### config.mk
export PLATFORM = sky130hd
export DESIGN_NAME = sser_port
export DESIGN_NICKNAME = d
export VERILOG_FILES = /design/src/rtl/sser_pkg.sv /design/src/rtl/sser_hold_reg.sv /design/src/rtl/sser_slice_shifter.sv /design/src/rtl/sser_port.sv
export SDC_FILE = /design/constraint.sdc
export NUM_CORES = 1
export LEC_CHECK = 0
export ABC_AREA = 1
export CAP_MARGIN = 0
export CORE_MARGIN = 1.5
export CORE_UTILIZATION = 50
export DETAILED_ROUTE_END_ITERATION = 8
export DONT_BUFFER_PORTS = 1
export PLACE_DENSITY = 0.74
export SLEW_MARGIN = 20
export SYNTH_ARGS = -nofsm -noshare
export SYNTH_HDL_FRONTEND = slang
export SYNTH_SLANG_ARGS = --single-unit
### constraint.sdc
create_clock -name clk -period 1.5 [get_ports clk]
set_input_delay 0.075 -clock clk [delete_from_list [all_inputs] [get_ports clk]]
set_output_delay 0.075 -clock clk [all_outputs]
set_load 0.02 [all_outputs]
### src/rtl/sser_pkg.sv
// Package: shared helpers for the slice serializing port.
// Assumes the word width is a whole multiple of the pin width.
package sser_pkg;

    // Number of pin slices that make up one client word.
    function automatic int slice_count(input int word_w, input int pin_w);
        return word_w / pin_w;
    endfunction

endpackage

### src/rtl/sser_hold_reg.sv
// Holding register: takes one client word through a valid/ready handshake
// and keeps it until the shifter takes it.
// Assumes: take_i is only raised while out_valid_o is 1.
module sser_hold_reg #(
    parameter int WORD_W = 32
) (
    input  logic              clk,
    input  logic              rst_n,
    input  logic              in_valid_i,
    input  logic [WORD_W-1:0] in_data_i,
    output logic              in_ready_o,
    input  logic              take_i,
    output logic              out_valid_o,
    output logic [WORD_W-1:0] out_data_o
);
    logic              full_q;
    logic [WORD_W-1:0] data_q;
    logic              accept;

    assign in_ready_o  = !full_q;
    assign accept      = in_valid_i && !full_q;
    assign out_valid_o = full_q;
    assign out_data_o  = data_q;

    // Fill on accept; empty when the shifter takes the word.
    always_ff @(posedge clk) begin
        if (!rst_n) begin
            full_q <= 1'b0;
            data_q <= '0;
        end else if (accept) begin
            full_q <= 1'b1;
            data_q <= in_data_i;
        end else if (take_i) begin
            full_q <= 1'b0;
        end
    end


    accept_fills_chk: assert property (@(posedge clk) disable iff (!rst_n)
        (in_valid_i && in_ready_o) |=> !in_ready_o);


    take_frees_chk: assert property (@(posedge clk) disable iff (!rst_n)
        take_i |=> in_ready_o);

endmodule

### src/rtl/sser_slice_shifter.sv
// Slice shifter: on each step, puts the next PIN_W slice of the current word
// on the pins, least significant first. When a word is used up, it loads the
// held word if one is present, or else flags underflow and keeps the pins.
// Assumes: step_i is already qualified by enable.
module sser_slice_shifter #(
    parameter int WORD_W = 32,
    parameter int PIN_W  = 16
) (
    input  logic              clk,
    input  logic              rst_n,
    input  logic              step_i,
    input  logic              load_valid_i,
    input  logic [WORD_W-1:0] load_data_i,
    output logic              load_take_o,
    output logic [PIN_W-1:0]  pins_o,
    output logic              underflow_o
);
    localparam int SLICES = sser_pkg::slice_count(WORD_W, PIN_W);
    localparam int CNT_W  = (SLICES > 1) ? $clog2(SLICES) : 1;

    logic [WORD_W-1:0] shift_q;
    logic [CNT_W-1:0]  remain_q;
    logic [PIN_W-1:0]  pins_q;
    logic              started_q;
    logic              underflow_q;
    logic              busy;

    assign busy        = (remain_q != '0);
    assign load_take_o = step_i && !busy && load_valid_i;
    assign pins_o      = pins_q;
    assign underflow_o = underflow_q;

    // Advance one slice per step, reload from the holding register, or flag underflow.
    always_ff @(posedge clk) begin
        if (!rst_n) begin
            shift_q     <= '0;
            remain_q    <= '0;
            pins_q      <= '0;
            started_q   <= 1'b0;
            underflow_q <= 1'b0;
        end else if (step_i) begin
            if (busy) begin
                pins_q   <= shift_q[PIN_W-1:0];
                shift_q  <= shift_q >> PIN_W;
                remain_q <= remain_q - 1'b1;
            end else if (load_valid_i) begin
                pins_q    <= load_data_i[PIN_W-1:0];
                shift_q   <= load_data_i >> PIN_W;
                remain_q  <= CNT_W'(SLICES - 1);
                started_q <= 1'b1;
            end else if (started_q) begin
                underflow_q <= 1'b1;
            end
        end
    end


    underflow_sticky_chk: assert property (@(posedge clk) disable iff (!rst_n)
        underflow_q |=> underflow_q);


    idle_pins_zero_chk: assert property (@(posedge clk) disable iff (!rst_n)
        !started_q |-> (pins_q == '0 && !underflow_q));


    underflow_holds_pins_chk: assert property (@(posedge clk) disable iff (!rst_n)
        (step_i && !busy && !load_valid_i) |=> $stable(pins_q));

endmodule

### src/rtl/sser_port.sv
// Top of the double-buffered serializing output port. A client word goes
// into the holding register and then to the slice shifter, which drives the
// pins one PIN_W slice per enabled tick.
// Assumes: tick_i is a one-cycle strobe in the clk domain; PIN_W is 8 or 16.
module sser_port #(
    parameter int WORD_W = 32,
    parameter int PIN_W  = 16
) (
    input  logic              clk,
    input  logic              rst_n,
    input  logic              enable_i,
    input  logic              tick_i,
    input  logic              word_valid_i,
    input  logic [WORD_W-1:0] word_data_i,
    output logic              word_ready_o,
    output logic [PIN_W-1:0]  pins_o,
    output logic              underflow_o
);
    logic              step;
    logic              hold_valid;
    logic [WORD_W-1:0] hold_data;
    logic              hold_take;

    assign step = tick_i && enable_i;

    // Parameter sanity: only 8- and 16-bit ports are supported.
    initial begin
        pin_width_chk: assert ((PIN_W == 8 || PIN_W == 16) && (WORD_W % PIN_W == 0));
    end

    sser_hold_reg #(
        .WORD_W (WORD_W)
    ) u_hold (
        .clk         (clk),
        .rst_n       (rst_n),
        .in_valid_i  (word_valid_i),
        .in_data_i   (word_data_i),
        .in_ready_o  (word_ready_o),
        .take_i      (hold_take),
        .out_valid_o (hold_valid),
        .out_data_o  (hold_data)
    );

    sser_slice_shifter #(
        .WORD_W (WORD_W),
        .PIN_W  (PIN_W)
    ) u_shift (
        .clk          (clk),
        .rst_n        (rst_n),
        .step_i       (step),
        .load_valid_i (hold_valid),
        .load_data_i  (hold_data),
        .load_take_o  (hold_take),
        .pins_o       (pins_o),
        .underflow_o  (underflow_o)
    );


    disabled_hold_chk: assert property (@(posedge clk) disable iff (!rst_n)
        !enable_i |=> $stable(pins_o));


    reset_state_chk: assert property (@(posedge clk)
        !rst_n |=> (pins_o == '0 && word_ready_o && !underflow_o));

endmodule

==> flow_summary.ini <==
[placement]
dpl.hpwl_mm = 3.74
port_buffers = 0
gp_congestion = 0.855
placed_area_sq_um = 2790
place_ws_ns = 0.270

[route]
detail_route.vias_per_cell = 4.84
wl_per_cell_microns = 12.0
ant_nets = 0
drcViolationCount = 0
drtPass1Iterations = 4
routed_wl_mm = 5.85
drt_iter0_drc = 82
dr_total_vias = 2364

[floorplan]
initial_core_util_pct = 52.9
die_area_sq_um = 6000
rows = 26
die_w_microns = 77.4
ios = 55
die_h_microns = 77.4
coreArea_sq_um = 5240

[power_and_ir_drop]
total_power_mw = 3.67
powerDensity_nw_per_um2 = 1100
peakVddDrop_mv = 0.634
leakage_nw = 1.45

[sta]
maxSlewHeadroom_pct = 70.9
slew_violations = 0
finalSetupTns_ns = 0
rsz0062_at_grt = false
min_period_ns = 1.26
final-setup-viol-count = 0
finalWorstSetupSlack_ns = 0.241
worst_slew_pin_slew_ns = 0.436
max_clock_freq_ghz = 0.794
period_share_pct = 83.9
fin_skew_ns = 0.00328
final-hold-violation-count = 0

[clocking]
cts_tree = yes
numClockSinks = 68
cts-htree-levels = 3
ctsRootBufferMaster = clkbuf_8
ctsResizeCount = 0
numCtsBuffers = 9
clkSlewWorstSetupHoldPaths_ns = 0.07
ctsLongestPathBuffers = 2
clock_latency_ns = 0.33
post_cts_buffers = 0
holdBufCountCts = 37

[layout]
drive_gt1_share_pct = 11.7
mostFrequentLayoutCells = nor2_1 (92), nand2_1 (80), dfxtp_1 (68)
final_nets = 450
final_util_pct = 63.7
design_area_sq_um = 3340
area_growth_pct = 20.4
num_antenna_cells = 0
final_common_cell = nor2_1

[setup_path]
worstPathMaxFanout = 25
crit_path_max_incr_delay_ns = 0.32
crit_slowest_cell = dfxtp_1
cp-startpoint = u_hold.out_valid_o
arrival_ns = 1.48
cp-end-kind = flop
cp_data_required_time_ns = 1.72
cp-start-kind = flop
r2r_start = u_hold.out_valid_o
worstPathCellList = inv_2, nand2_1, buf_4, o21ai_0, nor2_1
ff2ff_path_depth = 5
critical_path_class = reg -> reg

[min_path]
whs_path_depth = 3
worstHoldPathType = in -> reg
worst_hold_startpoint = rst_n

[run]
maxCapViolCount = 0

[grt]
antenna_found_initial = 0
grt_pass1_wl_mm = 9.92
grt_max_degree = 50
grt_use_total_pct = 21.3
gr-total-overflow = 0
grt_pass1_vias = 2207

[synth]
syn_inst = 380
ys_types = 17
synth.yosys.seq_area_share_pct = 49.1
yosys_warnings = 0
avgSynthCellArea_sq_um = 7.29
syn_area_sq_um = 2770
syn-num-nets = 417
ys_ff_latch = 68

[outcome]
status = complete, no violations
flip-flops by register name, indices dropped and copies added (netlist names):
register,cells
u_hold.out_data_o,32
u_shift.pins_o,16
u_shift.shift_q,16
u_hold.out_valid_o,1
u_shift.busy,1
u_shift.started_q,1
u_shift.underflow_o,1
stage by stage:
step           cells  hold WS, ns
2_1_floorplan    380        0.238
5_1_grt          488       0.0504
3_5_place_dp     435        0.205
4_1_cts          488       0.0358
3_3_place_gp     435        0.204
6_report         488       0.0492
power breakdown:
| part | switching (mW) | internal [mW] | leakage [nW] |
|---|---|---|---|
| logic | 0.236 | 0.181 | 0.805 |
| clock network | 0.622 | 0.643 | 0.0844 |
| registers | 0.0817 | 1.91 | 0.557 |
| total | 0.940 | 2.73 | 1.45 |
cell type report:
type	count	area, sq um
Tap cell	70	87.6
Clock buffer	14	153
Inverter	27	104
Multi-Input combinational cell	262	1150
Fill cell	463	1900
Timing Repair Buffer	45	465
Clock inverter	2	10.0
Sequential cell	68	1360
worst max-delay path, delay by kind of cell (launching register included):
family | cells | cell delay [ns]
flops | 1 | 0.32
buf+inv | 2 | 0.38
simple gates | 2 | 0.19
compound gates | 1 | 0.24
Yosys cell counts:
| master | count | area share, % |
|---|---|---|
| buf_2 | 14 | 2.5 |
| buf_12 | 1 | 0.72 |
| nand2_2 | 12 | 2.7 |
| o21ai_0 | 38 | 6.9 |
| nand3_1 | 17 | 3.1 |
| clkbuf_1 | 3 | 0.41 |
| buf_4 | 2 | 0.54 |
| nor2_1 | 92 | 12 |
| a21oi_2 | 10 | 3.2 |
| a21oi_1 | 12 | 2.2 |
| nor2_4 | 1 | 0.41 |
| nand2_1 | 80 | 11 |
| inv_1 | 22 | 3.0 |
| dfxtp_1 | 68 | 49 |
| buf_6 | 3 | 1.2 |
| inv_4 | 1 | 0.23 |
| inv_2 | 4 | 0.54 |
metal layers:
| metal | wire (microns) | part of all wire (%) | track usage (%) | vias up |
|---|---|---|---|---|
| li1 | - | - | - | 1245 |
| met1 | 2680 | 46 | 26.3 | 1052 |
| met2 | 2760 | 47 | 34.7 | 59 |
| met3 | 330 | 5.6 | 4.71 | 8 |
| met4 | 74 | 1.3 | 10.9 | 0 |
| met5 | 0 | 0 | 0 | - |
kinds of logic after synthesis:
kind of cell / synth area share [%]
flip-flops: 49.1
buffers and inverters: 9.17
AND/OR/NAND/NOR: 29.5
AO/OA/AOI/OAI: 12.2
path summary, 6_finish.rpt:
path	to	slack, ns
worst min register to register	u_hold.out_data_o[1]	0.45
worst min-delay path	u_shift.pins_o[13]	0.05
worst max register to register	u_hold.out_data_o[27]	0.24
worst max-delay path	u_hold.out_data_o[27]	0.24
No activity file was read; power rests on OpenSTA's default activity.
